$ cat src/rtl/dga_pkg.sv
package dga_pkg;
  typedef enum logic {ARB_FIXED = 1'b0, ARB_ROTATE = 1'b1} arb_mode_e;
endpackage

$ cat src/rtl/dga_cfg.sv
module dga_cfg
  import dga_pkg::*;
#(
  parameter int NCH   = 32,
  parameter int GSZ   = 16,
  parameter int PW    = 4,
  parameter int GPW   = 1,
  localparam int CW   = $clog2(NCH)
) (
  input  logic              clk,
  input  logic              rst_n,
  input  logic              pri_wr_i,
  input  logic [CW-1:0]     pri_wr_ch_i,
  input  logic [PW-1:0]     pri_wr_val_i,
  input  logic              ctl_wr_i,
  input  logic [GPW-1:0]    ctl_g0_pri_i,
  input  logic [GPW-1:0]    ctl_g1_pri_i,
  input  logic              ctl_rr_i,
  output logic [NCH*PW-1:0] pri_flat_o,
  output logic [GPW-1:0]    g0_pri_o,
  output logic [GPW-1:0]    g1_pri_o,
  output arb_mode_e         mode_o,
  output logic              err_o
);
  logic [PW-1:0] pri_q [NCH];

  // per-channel priority registers, reset to index within group
  for (genvar c = 0; c < NCH; c++) begin : g_pri
    always_ff @(posedge clk or negedge rst_n) begin
      if (!rst_n)
        pri_q[c] <= PW'(c % GSZ);
      else if (pri_wr_i && (pri_wr_ch_i == CW'(c)))
        pri_q[c] <= pri_wr_val_i;
    end
    assign pri_flat_o[c*PW +: PW] = pri_q[c];
  end

  // group priorities and mode
  always_ff @(posedge clk or negedge rst_n) begin
    if (!rst_n) begin
      g0_pri_o <= '0;
      g1_pri_o <= GPW'(1);
      mode_o   <= ARB_FIXED;
    end else if (ctl_wr_i) begin
      g0_pri_o <= ctl_g0_pri_i;
      g1_pri_o <= ctl_g1_pri_i;
      mode_o   <= arb_mode_e'(ctl_rr_i);
    end
  end

  // colliding group priorities
  assign err_o = (g0_pri_o == g1_pri_o);
endmodule

$ cat src/rtl/dga_pick.sv
module dga_pick #(
  parameter int GSZ = 16,
  parameter int PW  = 4,
  localparam int IW = $clog2(GSZ)
) (
  input  logic [GSZ-1:0]    req_i,
  input  logic [GSZ*PW-1:0] pri_i,
  input  logic [IW-1:0]     last_i,
  input  logic              rotate_i,
  output logic              any_o,
  output logic [IW-1:0]     idx_o
);
  logic [IW-1:0] fix_idx, rot_idx;
  logic [PW-1:0] best_pri;
  logic          fix_found, rot_found;

  // largest priority, ties go to the higher index
  always_comb begin
    fix_idx   = '0;
    best_pri  = '0;
    fix_found = 1'b0;
    for (int i = 0; i < GSZ; i++) begin
      if (req_i[i] && (!fix_found || pri_i[i*PW +: PW] >= best_pri)) begin
        fix_idx   = IW'(i);
        best_pri  = pri_i[i*PW +: PW];
        fix_found = 1'b1;
      end
    end
  end

  // first pending index after the last grant, wrapping
  always_comb begin
    rot_idx   = '0;
    rot_found = 1'b0;
    for (int k = 1; k <= GSZ; k++) begin
      if (!rot_found && req_i[IW'(int'(last_i) + k)]) begin
        rot_idx   = IW'(int'(last_i) + k);
        rot_found = 1'b1;
      end
    end
  end

  assign any_o = |req_i;
  assign idx_o = rotate_i ? rot_idx : fix_idx;

  // the chosen index is always a pending one
  always_comb begin
    if (any_o) a_r9_pick_pending: assert (req_i[idx_o]);
  end
endmodule

$ cat src/rtl/dga_arb_top.sv
module dga_arb_top
  import dga_pkg::*;
#(
  parameter int NCH = 32,
  parameter int PW  = 4,
  parameter int GPW = 1,
  localparam int NGRP = 2,
  localparam int GSZ  = NCH / NGRP,
  localparam int IW   = $clog2(GSZ),
  localparam int CW   = $clog2(NCH)
) (
  input  logic           clk,
  input  logic           rst_n,
  input  logic [NCH-1:0] req_i,
  input  logic           pri_wr_i,
  input  logic [CW-1:0]  pri_wr_ch_i,
  input  logic [PW-1:0]  pri_wr_val_i,
  input  logic           ctl_wr_i,
  input  logic [GPW-1:0] ctl_g0_pri_i,
  input  logic [GPW-1:0] ctl_g1_pri_i,
  input  logic           ctl_rr_i,
  output logic           gnt_valid_o,
  input  logic           gnt_ready_i,
  output logic [CW-1:0]  gnt_ch_o,
  output logic           cfg_err_o
);
  logic [NCH*PW-1:0] pri_flat;
  logic [GPW-1:0]    g0_pri, g1_pri;
  arb_mode_e         mode;
  logic              rotate;

  dga_cfg #(.NCH(NCH), .GSZ(GSZ), .PW(PW), .GPW(GPW)) u_cfg (
    .clk(clk), .rst_n(rst_n),
    .pri_wr_i(pri_wr_i), .pri_wr_ch_i(pri_wr_ch_i), .pri_wr_val_i(pri_wr_val_i),
    .ctl_wr_i(ctl_wr_i), .ctl_g0_pri_i(ctl_g0_pri_i), .ctl_g1_pri_i(ctl_g1_pri_i),
    .ctl_rr_i(ctl_rr_i),
    .pri_flat_o(pri_flat), .g0_pri_o(g0_pri), .g1_pri_o(g1_pri),
    .mode_o(mode), .err_o(cfg_err_o)
  );

  assign rotate = (mode == ARB_ROTATE);

  logic [IW-1:0] last_idx_q [NGRP];
  logic [IW-1:0] grp_idx    [NGRP];
  logic [NGRP-1:0] grp_any;
  logic          last_grp_q;

  for (genvar g = 0; g < NGRP; g++) begin : g_grp
    dga_pick #(.GSZ(GSZ), .PW(PW)) u_pick (
      .req_i(req_i[g*GSZ +: GSZ]),
      .pri_i(pri_flat[g*GSZ*PW +: GSZ*PW]),
      .last_i(last_idx_q[g]),
      .rotate_i(rotate),
      .any_o(grp_any[g]),
      .idx_o(grp_idx[g])
    );
  end

  logic pref_grp, sel_grp, slot_free, load;
  logic [CW-1:0] win_ch;

  // group choice
  always_comb begin
    pref_grp = rotate ? ~last_grp_q : (g1_pri > g0_pri);
    sel_grp  = grp_any[pref_grp] ? pref_grp : ~pref_grp;
    win_ch   = {sel_grp, grp_idx[sel_grp]};
  end

  assign slot_free = !gnt_valid_o || gnt_ready_i;
  assign load      = slot_free && (|grp_any) && !cfg_err_o;

  always_ff @(posedge clk or negedge rst_n) begin
    if (!rst_n) begin
      gnt_valid_o <= 1'b0;
      gnt_ch_o    <= '0;
      last_grp_q  <= 1'b0;
      for (int g = 0; g < NGRP; g++) last_idx_q[g] <= '1;
    end else if (slot_free) begin
      gnt_valid_o <= load;
      if (load) begin
        gnt_ch_o              <= win_ch;
        last_grp_q            <= sel_grp;
        last_idx_q[sel_grp]   <= grp_idx[sel_grp];
      end
    end
  end

  a_r8_hold_stalled: assert property (@(posedge clk) disable iff (!rst_n)
    (gnt_valid_o && !gnt_ready_i) |=> (gnt_valid_o && $stable(gnt_ch_o)));

  a_r9_idle_no_grant: assert property (@(posedge clk) disable iff (!rst_n)
    (slot_free && (req_i == '0)) |=> !gnt_valid_o);

  a_r9_grant_was_requested: assert property (@(posedge clk) disable iff (!rst_n)
    (slot_free && (req_i != '0) && !cfg_err_o) |=>
      (gnt_valid_o && (($past(req_i) >> gnt_ch_o) & NCH'(1)) != '0));

  a_r7_err_blocks: assert property (@(posedge clk) disable iff (!rst_n)
    (slot_free && cfg_err_o) |=> !gnt_valid_o);

  a_r3_high_group_first: assert property (@(posedge clk) disable iff (!rst_n)
    (slot_free && !rotate && !cfg_err_o && grp_any[g1_pri > g0_pri]) |=>
      (gnt_ch_o[CW-1] == $past(g1_pri > g0_pri)));
endmodule

$ cat config.mk
export PLATFORM = sky130hd
export DESIGN_NAME = dga_arb_top
export DESIGN_NICKNAME = d
export VERILOG_FILES = /design/src/rtl/dga_pkg.sv /design/src/rtl/dga_cfg.sv /design/src/rtl/dga_pick.sv /design/src/rtl/dga_arb_top.sv
export SDC_FILE = /design/constraint.sdc
export NUM_CORES = 1
export LEC_CHECK = 0
export BUFFER_PORTS_ARGS = -buffer_cell sky130_fd_sc_hd__buf_2
export CAP_MARGIN = 5
export CORE_ASPECT_RATIO = 1.75
export CORE_MARGIN = 1.5
export CORE_UTILIZATION = 25
export CTS_BUF_LIST = sky130_fd_sc_hd__clkbuf_8
export DETAILED_ROUTE_END_ITERATION = 7
export PLACE_DENSITY_LB_ADDON = 0.08
export SYNTH_ARGS = -nofsm -noshare
export SYNTH_HDL_FRONTEND = slang
export SYNTH_SLANG_ARGS = --single-unit
export TNS_END_PERCENT = 1
$ cat constraint.sdc
create_clock -name clk -period 47 [get_ports clk]
set_clock_uncertainty 0.15 [all_clocks]
set_input_delay 11.75 -clock clk [delete_from_list [all_inputs] [get_ports clk]]
set_output_delay 11.75 -clock clk [all_outputs]
set_load 0.01 [all_outputs]
* After elaboration in Yosys (flattened, before gate mapping)
Index checks and enable logic that the tools add are counted.
** Storage, ports and cells
- Register bits :: 146
- RAM bits :: 0
- Input port bits :: 49
- Bits in read-only memories :: 0
- Memories kept :: 0
- Output and inout bits :: 7
- Latch bits :: 0
- Logic and storage cells :: 626
** Cells by class
- Add/subtract/negate cells :: 32
- Reductions and logical operators :: 193
- Multiplexer cells :: 260
- Div/mod/pow operators :: 0
- Multipliers :: 0
- Shifts and indexed selects :: 0
- Magnitude comparators :: 66
- Equal/unequal tests :: 32
- Bitwise gates (word level) :: 3
** Operators by type and width (number)
- two-way mux 4 bit :: 84
- less-than comparator 4 x 6 -> 1 bit (second input constant) :: 32
- two-way mux 1 bit :: 130
- binary-select mux 1 bit (select 4 bit) :: 32
- >= comparator 4 bit :: 30
- logical AND 1 bit :: 95
- == test 5 bit (second input constant) :: 16
- adder 4 bit (second input constant) :: 16
- logical NOT 1 bit :: 62
- == test 5 x 4 -> 1 bit (second input constant) :: 8
- adder 4 x 3 -> 4 bit (second input constant) :: 8
- OR reduction 16 bit :: 2
- OR reduction 32 bit :: 1
- logical OR 1 bit :: 31
- two-way mux 3 bit :: 8
- == test 5 x 3 -> 1 bit (second input constant) :: 4
- adder 4 x 1 -> 4 bit (second input constant) :: 4
- adder 4 x 2 -> 4 bit (second input constant) :: 4
- == test 5 x 2 -> 1 bit (second input constant) :: 2
- bitwise mux 8 bit :: 1
- two-way mux 2 bit :: 4
- == test 5 x 1 -> 1 bit (second input constant) :: 1
- logical NOT 5 bit :: 1
- demux 4 bit (select 1 bit) :: 1
- 8 further kinds :: 9

* Depth between registers and ports, before layout
Gate-level depths: netlist (run 1).
- Word-level depth :: 66
- Gate-level depth with buffers :: 118
- Mapped depth without buffers :: 115

* Cells and area by module
Synthesis (run 1) repeated with hierarchy kept, for this count alone.
** Second synthesis, totals
- Cells, all modules :: 1667
- Area, all modules :: 15467.3 um^2
** By module, submodules not included
- dga_cfg :: area each 5170.0 um^2, instances 1, cells each 323, seq. area each 3359.5 um^2
- dga_pick at g_grp[0].u_pick :: area each 4875.9 um^2, instances 1, cells each 642, seq. area each 0.0 um^2
- dga_pick at g_grp[1].u_pick :: area each 4787.1 um^2, instances 1, cells each 653, seq. area each 0.0 um^2
- dga_arb_top :: area each 634.4 um^2, instances 1, cells each 49, seq. area each 360.3 um^2

* Worst setup path after synthesis (run 1)
No wires, ideal clock.
- Kind :: input to register
- Start :: in req_i[16]
- End :: reg last_idx_q[2] in the netlist's numbering
- Data required time :: 46.722 ns
- Arrival time :: 33.466 ns
- Buffers on the path :: 1
- Slack :: 13.256 ns
- Library setup time :: 0.128 ns
- Stages :: 112
- Cell sequence :: clkbuf_1 nand2_1 ha_1 a21oi_1 o21a_1 o21ai_0 and2_1 a21oi_1 ha_1 a211oi_1 o31a_1 mux2_2 ha_1 nand2b_1 a21oi_1 o21ai_0 nand2_1 mux2_2 (+76 left out) a21oi_1 ha_1 nand2b_1 a21o_1 a21oi_1 nor2b_1 o31a_1 mux2_2 ha_1 nand2b_1 a21o_1 a21oi_1 nor2b_1 o31a_1 or3_1 or2_2 o211ai_1 o21ai_0
** On the way
- Longest elaborated chain between the ends :: 66
- Elaborated cells on any way between the ends :: 230
- Classes of those cells :: 17 x order compare; 131 x mux; 1 x bitwise; 81 x reduce/logical
** RTL lines
- start, declared :: RTL line dga_arb_top.sv:14 : input logic [NCH-1:0] req_i,
- two-way mux 4 bit or two-way mux 1 bit (tied branches) :: RTL line dga_pick.sv:23 : if (req_i[i] && (!fix_found || pri_i[i*PW +: PW] >= best_pri)) begin
- >= comparator 4 bit or logical NOT 1 bit (tied branches) :: RTL line dga_pick.sv:23
- logical OR 1 bit :: RTL line dga_pick.sv:23
- logical AND 1 bit :: RTL line dga_pick.sv:23
- two-way mux 4 bit or two-way mux 1 bit (tied branches) :: RTL line dga_pick.sv:23
- >= comparator 4 bit or logical NOT 1 bit (tied branches) :: RTL line dga_pick.sv:23
- logical OR 1 bit :: RTL line dga_pick.sv:23
- logical AND 1 bit :: RTL line dga_pick.sv:23
- (+48 left out)
- two-way mux 4 bit or two-way mux 1 bit (tied branches) :: RTL line dga_pick.sv:23
- >= comparator 4 bit or logical NOT 1 bit (tied branches) :: RTL line dga_pick.sv:23
- logical OR 1 bit :: RTL line dga_pick.sv:23
- logical AND 1 bit :: RTL line dga_pick.sv:23
- two-way mux 4 bit :: RTL line dga_pick.sv:23
- two-way mux 4 bit :: RTL line dga_pick.sv:44 : assign idx_o = rotate_i ? rot_idx : fix_idx;
- two-way mux 4 bit (not written as such) (3 in series) :: RTL line dga_arb_top.sv:83 : last_idx_q[sel_grp] <= grp_idx[sel_grp];
- bitwise mux 8 bit :: RTL line dga_arb_top.sv:83
- end signal, assigned by index :: RTL line dga_arb_top.sv:83
- end, declared :: RTL line dga_arb_top.sv:43 : logic [IW-1:0] last_idx_q [NGRP];
Several ways; a longest one is shown, not always the timed one. The select of a mux whose other input is x is not followed.
A chain may end at the register's enable or synchronous reset.

* Final worst setup path (run 1)
- Start :: in req_i[16]
- End :: reg gnt_ch_o[2]
** On the way
- Longest elaborated chain between the ends :: 65
- Elaborated cells on any way between the ends :: 224
- Classes of those cells :: 15 x order compare; 128 x mux; 1 x bitwise; 80 x reduce/logical
** RTL lines
- two-way mux 4 bit or two-way mux 1 bit (tied branches) :: RTL line dga_pick.sv:23
- >= comparator 4 bit or logical NOT 1 bit (tied branches) :: RTL line dga_pick.sv:23
- logical OR 1 bit :: RTL line dga_pick.sv:23
- logical AND 1 bit :: RTL line dga_pick.sv:23
- two-way mux 4 bit or two-way mux 1 bit (tied branches) :: RTL line dga_pick.sv:23
- >= comparator 4 bit or logical NOT 1 bit (tied branches) :: RTL line dga_pick.sv:23
- logical OR 1 bit :: RTL line dga_pick.sv:23
- logical AND 1 bit :: RTL line dga_pick.sv:23
- (+47 left out)
- logical AND 1 bit :: RTL line dga_pick.sv:23
- two-way mux 4 bit or two-way mux 1 bit (tied branches) :: RTL line dga_pick.sv:23
- >= comparator 4 bit or logical NOT 1 bit (tied branches) :: RTL line dga_pick.sv:23
- logical OR 1 bit :: RTL line dga_pick.sv:23
- logical AND 1 bit :: RTL line dga_pick.sv:23
- two-way mux 4 bit :: RTL line dga_pick.sv:23
- two-way mux 4 bit :: RTL line dga_pick.sv:44
- two-way mux 4 bit (not written as such) (3 in series) :: RTL line dga_arb_top.sv:66 : win_ch = {sel_grp, grp_idx[sel_grp]};
- end signal, assigned :: RTL line dga_arb_top.sv:81 : gnt_ch_o <= win_ch;
- end, declared :: RTL line dga_arb_top.sv:24 : output logic [CW-1:0] gnt_ch_o,
Several ways; a longest one is shown, not always the timed one. The select of a mux whose other input is x is not followed.

==> metrics.txt, run 1 <==
# TYPE chip_impl_metric gauge
chip_impl_info{name="result_of_the_run",value="finished, final reports clean"} 1
chip_impl_metric{name="setup_slack",unit="ns"} 9.63
chip_impl_metric{name="ctsHtreeMaxLevel",unit=""} 4
chip_impl_metric{name="synth_enable_flop_cells",unit=""} 0
chip_impl_metric{name="post_synth.cell_area_avg",unit="um2"} 8.97
chip_impl_metric{name="arrival_time_at_the_worst_endpoint",unit="ns"} 37.62
chip_impl_metric{name="final_max_slew_viol_count",unit=""} 0
chip_impl_metric{name="crit_path_max_fanout",unit=""} 15
chip_impl_metric{name="postCtsHoldBufs",unit=""} 0
chip_impl_metric{name="detailroute.via_count",unit=""} 13100
chip_impl_info{name="launching_point_of_the_worst_reg2reg_path",value="u_cfg.pri_flat_o[68]$_DFFE_PN1P_"} 1
chip_impl_metric{name="drt-wirelength-per-cell",unit="um"} 23.3
chip_impl_metric{name="finalHoldViolations",unit=""} 0
chip_impl_info{name="yosys-top-cells-count",value="nand2_1, mux2_2, ha_1"} 1
chip_impl_metric{name="synth-async-reset-ratio",unit=""} 1.00
chip_impl_metric{name="synth_fp_nets",unit=""} 1824
chip_impl_metric{name="numPortBuffers",unit=""} 55
chip_impl_metric{name="timing.max_cap.violations",unit=""} 0
chip_impl_metric{name="worst_setup_slack_post_dpl",unit="ns"} 9.18
chip_impl_metric{name="final-setup-viol-count",unit=""} 0
chip_impl_info{name="most_common_cell_in_the_synthesized_netlist",value="nand2_1"} 1
chip_impl_metric{name="route.detailed.vias_per_inst",unit=""} 5.29
chip_impl_metric{name="placeableCoreArea",unit="mm2"} 0.0589
chip_impl_metric{name="finalCritPeriodShare",unit=""} 0.795
chip_impl_metric{name="numClockSinks",unit=""} 145
chip_impl_metric{name="clock_insertion_delay_worst_skew",unit="ns"} 0.50
chip_impl_metric{name="slowest_delay",unit="ns"} 0.80
chip_impl_metric{name="initial_utilization",unit=""} 0.252
chip_impl_metric{name="boundaryPins",unit=""} 56
chip_impl_metric{name="grt_overflow",unit=""} 0
chip_impl_metric{name="gp_congestion",unit=""} 0.897
chip_impl_metric{name="yosys.area_share.simple",unit=""} 0.174
chip_impl_metric{name="flow.area_growth_from_synthesis",unit="%"} 10.1
chip_impl_metric{name="route.antenna.remaining_nets",unit=""} 0
chip_impl_metric{name="synth_largest_type_area_fraction",unit=""} 0.129
chip_impl_metric{name="row_count",unit=""} 118
chip_impl_metric{name="synthDistinctLibCells",unit=""} 88
chip_impl_metric{name="yosys_warnings",unit=""} 0
chip_impl_metric{name="layout_min_cycle_time",unit="ns"} 37.37
chip_impl_info{name="path_common_cell",value="ha_1"} 1
chip_impl_metric{name="clk_pin_slew_worst_paths",unit="ns"} 0.10
chip_impl_metric{name="die_h",unit="um"} 326
chip_impl_info{name="cts.root.buffer_cell",value="clkbuf_8"} 1
chip_impl_info{name="cts_tree",value="built"} 1
chip_impl_metric{name="postCtsSetupBuffers",unit=""} 0
chip_impl_info{name="setup_repair_after_global_routing_missed_its_margin",value="false"} 1
chip_impl_info{name="timing_worst_setup_path_type",value="input pin to flip-flop"} 1
chip_impl_metric{name="grt_pass1_wl",unit="mm"} 86.1
chip_impl_metric{name="drc",unit=""} 0
chip_impl_metric{name="antenna_violations_before_repair",unit=""} 2
chip_impl_metric{name="fraction_of_final_layout_cells_with_drive_strength_greater_than_1",unit=""} 0.232
chip_impl_info{name="critPathCaptureType",value="flip-flop"} 1
chip_impl_metric{name="totalNegativeSetupSlack",unit="ns"} 0
chip_impl_metric{name="timing.fmax",unit="MHz"} 26.8
chip_impl_metric{name="max-clock-path-buffers",unit=""} 2
chip_impl_metric{name="layout.nets",unit=""} 1842
chip_impl_info{name="postSynth.topFlopCell",value="dfstp_2"} 1
chip_impl_info{name="synth_top_family_by_area",value="compound AO/OA/AOI/OAI gates"} 1
chip_impl_info{name="hp-class",value="flip-flop to flip-flop"} 1
chip_impl_info{name="critical_path.startpoint",value="req_i[16]"} 1
chip_impl_metric{name="synth_seq_cells",unit=""} 145
chip_impl_metric{name="yosys.area_share.adder",unit=""} 0.101
chip_impl_metric{name="drt-pass1-iter-count",unit=""} 5
chip_impl_metric{name="worst_ep_required",unit="ns"} 47.24
chip_impl_metric{name="postCtsResizedCells",unit=""} 0
chip_impl_metric{name="post_synth_instance_area",unit="mm2"} 0.0149
chip_impl_metric{name="muxShareOfSynthArea",unit=""} 0.210
chip_impl_metric{name="worst-slew-pin-transition",unit="ns"} 1.12
chip_impl_info{name="hold_path_startpoint",value="u_cfg.pri_flat_o[96]$_DFFE_PN0P_"} 1
chip_impl_metric{name="groute.usage.overall",unit=""} 0.189
chip_impl_info{name="start_kind",value="input pin"} 1
chip_impl_metric{name="cell_count_after_synthesis",unit=""} 1656
chip_impl_metric{name="post_synth_xor_area_fraction",unit=""} 0.0124
chip_impl_metric{name="postRouteWirelength",unit="mm"} 57.6
chip_impl_metric{name="final.fill_count",unit=""} 6328
chip_impl_metric{name="fp.dieW",unit="um"} 187
chip_impl_metric{name="cts_made_buffers",unit=""} 17
chip_impl_metric{name="max_slew_margin",unit=""} 0.247
chip_impl_metric{name="number_of_violations_reported_at_the_end_of_detailed_routing_iteration_0",unit=""} 549
chip_impl_metric{name="grt_pass1_vias",unit=""} 13600
chip_impl_metric{name="largest_net_degree_at_the_start_of_global_routing",unit=""} 59
chip_impl_metric{name="synth-compound-area-share",unit=""} 0.210
chip_impl_metric{name="die-area",unit="mm2"} 0.0610
chip_impl_info{name="crit_path_top_delay_cell",value="o31ai_1"} 1
chip_impl_metric{name="dp_hpwl",unit="mm"} 45.5
chip_impl_metric{name="ys_seq_area_frac",unit=""} 0.250
chip_impl_info{name="cell_type_with_the_highest_aggregate_area_in_the_netlist",value="dfstp_2"} 1
chip_impl_info{name="synthTopCellsByArea",value="dfstp_2, dfrtp_1, mux2_2"} 1
stage by stage:
step	cell area (um2)	instances	hold WS, ns	utilization
2_1_floorplan	14900	1656	0.328	-
3_3_place_gp	15900	2435	0.326	0.270
3_5_place_dp	15900	2435	0.339	0.270
4_1_cts	16400	2467	0.365	0.278
5_1_grt	16400	2468	0.387	0.278
6_report	16400	2468	0.363	0.278
cells in the final DEF (no fill, tap or decap), types with 17 or more instances in the layout:
cell / n
o211ai_1: 32
a21oi_1: 95
nand2_1: 150
dfrtp_1: 72
dfstp_2: 73
o21ai_0: 94
mux2i_1: 53
ha_1: 119
nand2b_1: 48
nor3_1: 35
mux4_2: 42
nor2b_1: 30
buf_2: 54
nor2_1: 111
a21o_1: 33
clkbuf_8: 19
mux2_2: 144
nand3_1: 28
a211oi_1: 17
inv_1: 100
registers in the layout, summed over array words and instances (netlist names):
signal and flops:
gnt_ch_o 5, gnt_valid_o 1, u_cfg.g1_pri_o 1, u_cfg.pri_flat_o 128, u_cfg.g0_pri_o 1, u_cfg.mode_o 1
last_idx_q 8
path summary, 6_finish.rpt:
kind	to	slack [ns]	cells after the start
worst max-delay path	gnt_ch_o[2]$_DFFE_PN0P_	9.63	111
worst min-delay path	u_cfg.pri_flat_o[96]$_DFFE_PN0P_	0.36	1
worst max register to register	gnt_ch_o[2]$_DFFE_PN0P_	20.74	110
worst min register to register	u_cfg.pri_flat_o[96]$_DFFE_PN0P_	0.36	1
max in group asynchronous	u_cfg.pri_flat_o[110]$_DFFE_PN0P_	33.79	3
min in group asynchronous	u_cfg.pri_flat_o[96]$_DFFE_PN0P_	11.02	1
routing by layer:
metal  wire, um  share of wire  GRT usage
met1      20400           0.35      0.180
met2      33600           0.58      0.397
met3       1180          0.021     0.0186
met4       2350          0.041     0.0852
met5         10        0.00017          0
final cells by class:
cell class                      count  area, um2  area share
Multi-Input combinational cell   1348      10500       0.642
Sequential cell                   145       3720       0.227
Tap cell                          780        976      0.0597
Inverter                           99        372      0.0227
Timing Repair Buffer               63        342      0.0209
Clock buffer                       19        262      0.0160
Clock inverter                     13        183      0.0112
Antenna cell                        1       2.50    0.000153
critical path: cells and delay by family:
family,cells,cell delay [ns]
compound gates,55,13.85
fa+ha+maj,16,4.37
buf+inv,7,0.89
mux,3,1.03
simple gates,30,5.72
logic make-up (layout without fill, tap and decap cells):
logic type | Yosys count | after routing
simple gates | 510 | 510
compound gates | 457 | 457
mux | 240 | 240
buf+inv | 163 | 194
flops | 145 | 145
fa+ha+maj | 120 | 120
xor+xnor | 21 | 21
other cells | 0 | 1
Power of run 1 is not shown: default switching activity piles up to over one toggle a cycle in this logic, so the estimate is an artifact.
==> run 2: changes to the inputs <==
--- a/config.mk
+++ b/config.mk
@@ -5,6 +5,7 @@
 export SDC_FILE = /design/constraint.sdc
 export NUM_CORES = 1
 export LEC_CHECK = 0
+export ABC_AREA = 1
 export BUFFER_PORTS_ARGS = -buffer_cell sky130_fd_sc_hd__buf_2
 export CAP_MARGIN = 5
 export CORE_ASPECT_RATIO = 1.75
==> constraint.sdc (replaced) <==
create_clock -name clk -period 36.7 [get_ports clk]
set_clock_uncertainty 0.15 [all_clocks]
set_input_delay 9.175 -clock clk [delete_from_list [all_inputs] [get_ports clk]]
set_output_delay 9.175 -clock clk [all_outputs]
set_load 0.01 [all_outputs]
==> run 2 against run 1 <==
Compared with the run above: global-route usage is 1.7 points lower; first-iteration DRC count is 4.9% higher; non-clock buffer count is 4 lower; critical endpoint is now last_idx_q[2]$_DFFE_PN1P_; area after synthesis is 10% lower; cell area is 10% lower; clock-buffer cell count is 2 lower.
==> metrics.txt, run 2 <==
# TYPE chip_impl_metric gauge
chip_impl_metric{name="synth_enable_flop_cells",unit=""} 0
chip_impl_info{name="crit_path_top_delay_cell",value="o31ai_4"} 1
chip_impl_metric{name="timing.fmax",unit="MHz"} 36.5
chip_impl_info{name="critPathCaptureType",value="flip-flop"} 1
chip_impl_metric{name="synth-async-reset-ratio",unit=""} 1.00
chip_impl_info{name="synthTopCellsByArea",value="nand2_1, dfstp_2, dfrtp_1"} 1
chip_impl_info{name="hp-class",value="flip-flop to flip-flop"} 1
chip_impl_metric{name="post_synth.cell_area_avg",unit="um2"} 6.82
chip_impl_info{name="worst_path_dominant_cell_family",value="compound AO/OA/AOI/OAI gates"} 1
chip_impl_metric{name="largest_reg_flops",unit=""} 128
chip_impl_metric{name="crit_path_max_fanout",unit=""} 12
chip_impl_metric{name="totalNegativeSetupSlack",unit="ns"} 0
chip_impl_metric{name="timing.max_cap.violations",unit=""} 0
chip_impl_metric{name="final_max_slew_viol_count",unit=""} 0
chip_impl_metric{name="layout_min_cycle_time",unit="ns"} 27.42
chip_impl_metric{name="synth_largest_type_area_fraction",unit=""} 0.162
chip_impl_metric{name="grt_overflow",unit=""} 0
chip_impl_metric{name="flow.area_growth_from_synthesis",unit="%"} 10.4
chip_impl_info{name="cts_tree",value="built"} 1
chip_impl_metric{name="ys_seq_area_frac",unit=""} 0.280
chip_impl_metric{name="die-area",unit="mm2"} 0.0547
chip_impl_metric{name="finalCritPeriodShare",unit=""} 0.747
chip_impl_metric{name="synth_fp_nets",unit=""} 2120
chip_impl_info{name="setup_repair_after_global_routing_missed_its_margin",value="false"} 1
chip_impl_info{name="cell_type_with_the_highest_aggregate_area_in_the_netlist",value="nand2_1"} 1
chip_impl_metric{name="antenna_violations_before_repair",unit=""} 1
chip_impl_info{name="start_kind",value="input pin"} 1
chip_impl_metric{name="worst_ep_required",unit="ns"} 36.98
chip_impl_info{name="layout.cells.most_common",value="nand2_1"} 1
chip_impl_metric{name="clock_insertion_delay_worst_skew",unit="ns"} 0.51
chip_impl_metric{name="numPortBuffers",unit=""} 55
chip_impl_metric{name="postCtsHoldBufs",unit=""} 0
chip_impl_metric{name="grt_pass1_wl",unit="mm"} 71.1
chip_impl_metric{name="postCtsSetupBuffers",unit=""} 0
chip_impl_info{name="layout_common_cells",value="nand2_1, o21ai_0, inv_1"} 1
chip_impl_metric{name="grt_pass1_vias",unit=""} 12700
chip_impl_metric{name="groute.usage.overall",unit=""} 0.172
chip_impl_metric{name="layout.nets",unit=""} 2159
chip_impl_metric{name="drt-pass1-iter-count",unit=""} 7
chip_impl_metric{name="post_synth_instance_area",unit="mm2"} 0.0133
chip_impl_info{name="timing_worst_setup_path_type",value="input pin to flip-flop"} 1
chip_impl_metric{name="clk_pin_slew_worst_paths",unit="ns"} 0.10
chip_impl_metric{name="arrival_time_at_the_worst_endpoint",unit="ns"} 27.71
chip_impl_metric{name="slowest_delay",unit="ns"} 0.41
chip_impl_metric{name="route.antenna.remaining_nets",unit=""} 0
chip_impl_metric{name="largest_net_degree_at_the_start_of_global_routing",unit=""} 75
chip_impl_metric{name="cell_count_after_synthesis",unit=""} 1952
chip_impl_metric{name="numClockSinks",unit=""} 145
chip_impl_metric{name="ctsHtreeMaxLevel",unit=""} 4
chip_impl_metric{name="gp_congestion",unit=""} 0.884
chip_impl_metric{name="worst-slew-pin-transition",unit="ns"} 0.988
chip_impl_info{name="yosys-top-cells-count",value="nand2_1, o21ai_0, inv_1"} 1
chip_impl_metric{name="synthDistinctLibCells",unit=""} 54
chip_impl_metric{name="route.detailed.vias_per_inst",unit=""} 4.63
chip_impl_metric{name="placeableCoreArea",unit="mm2"} 0.0525
chip_impl_metric{name="row_count",unit=""} 111
chip_impl_metric{name="postRouteWirelength",unit="mm"} 45.3
chip_impl_metric{name="cts_made_buffers",unit=""} 17
chip_impl_metric{name="number_of_violations_reported_at_the_end_of_detailed_routing_iteration_0",unit=""} 576
chip_impl_metric{name="drc",unit=""} 0
chip_impl_info{name="most_common_cell_in_the_synthesized_netlist",value="nand2_1"} 1
chip_impl_info{name="path_common_cell",value="nand2_1"} 1
chip_impl_metric{name="fp.dieW",unit="um"} 177
chip_impl_metric{name="die_h",unit="um"} 308
chip_impl_metric{name="yosys_warnings",unit=""} 0
chip_impl_metric{name="initial_utilization",unit=""} 0.253
chip_impl_metric{name="postCtsResizedCells",unit=""} 0
chip_impl_metric{name="fraction_of_final_layout_cells_with_drive_strength_greater_than_1",unit=""} 0.141
chip_impl_info{name="postSynth.topFlopCell",value="dfstp_2"} 1
chip_impl_metric{name="boundaryPins",unit=""} 56
chip_impl_metric{name="max-clock-path-buffers",unit=""} 2
chip_impl_metric{name="finalHoldViolations",unit=""} 0
chip_impl_metric{name="worst-path-buf-inv",unit=""} 17
chip_impl_metric{name="synth_seq_cells",unit=""} 145
chip_impl_metric{name="drt-wirelength-per-cell",unit="um"} 16.9
chip_impl_metric{name="detailroute.via_count",unit=""} 12400
chip_impl_info{name="result_of_the_run",value="finished, final reports clean"} 1
chip_impl_metric{name="dp_hpwl",unit="mm"} 36.1
chip_impl_metric{name="max_slew_margin",unit=""} 0.341
chip_impl_metric{name="final-setup-viol-count",unit=""} 0
chip_impl_info{name="cts.root.buffer_cell",value="clkbuf_8"} 1
run 2: changes by cell type after synthesis, moves of 25 or more:
cell and delta:
o211ai_1 -25, nand2b_1 -48, mux4_2 -42, nor2b_1 -30, o21ai_0 +223, nand2_2 +40
a21oi_1 -58, nor3_1 -25, a21o_1 -33, nand2_1 +424, inv_1 +163, mux2_2 -143
run 2: metrics by stage:
step	worst slack [ns]	util	area, um2	hold slack, ns	std cells
detailed placement	8.46	0.272	14300	0.324	2650
global route	6.54	0.280	14700	0.361	2683
finish	9.28	0.280	14700	0.343	2683
global placement	8.41	0.272	14300	0.322	2650
CTS	8.97	0.280	14700	0.348	2682
floorplan	11.63	-	13300	0.303	1952
run 2: area by class of cell:
class	count	area (um2)
fillers	5916	37800
multi-input cells	1492	8370
flip-flops and latches	145	3720
inverters	276	1040
well taps	678	848
repair buffers	59	312
clock buffers	17	234
clock inverters	15	169
diodes	1	2.50
run 2: logic make-up after synthesis:
family / share of synthesized area
simple gates: 0.290
compound gates: 0.186
xor+xnor: 0.00790
flops: 0.280
buf+inv: 0.0916
fa+ha+maj: 0.112
mux: 0.0332
run 2: worst min-delay path, cell delays in order, from the launching register on:
cell and delay [ns]:
dfrtp_1 0.35, nand2_1 0.05, o21ai_0 0.06
run 2: path summary, 6_finish.rpt:
path | from | end | slack [ns] | depth (start not counted)
max | req_i[16] | last_idx_q[2]$_DFFE_PN1P_ | 9.28 | 142
min | u_cfg.pri_flat_o[72]$_DFFE_PN0P_ | u_cfg.pri_flat_o[72]$_DFFE_PN0P_ | 0.34 | 2
max reg2reg | u_cfg.pri_flat_o[68]$_DFFE_PN1P_ | last_idx_q[2]$_DFFE_PN1P_ | 17.62 | 140
min reg2reg | u_cfg.pri_flat_o[72]$_DFFE_PN0P_ | u_cfg.pri_flat_o[72]$_DFFE_PN0P_ | 0.34 | 2
max in group asynchronous | rst_n | u_cfg.pri_flat_o[71]$_DFFE_PN0P_ | 26.33 | 2
min in group asynchronous | rst_n | gnt_valid_o$_DFFE_PN0P_ | 8.53 | 1
run 2: layer usage:
layer / up-vias / global-route usage / share of wire
met2: 164 / 0.346 / 0.56
li1: 6472 / - / -
met1: 5734 / 0.176 / 0.39
met5: - / 0 / 0
met3: 56 / 0.0170 / 0.016
met4: 0 / 0.0690 / 0.034
Power of run 2 is left out for the same reason.
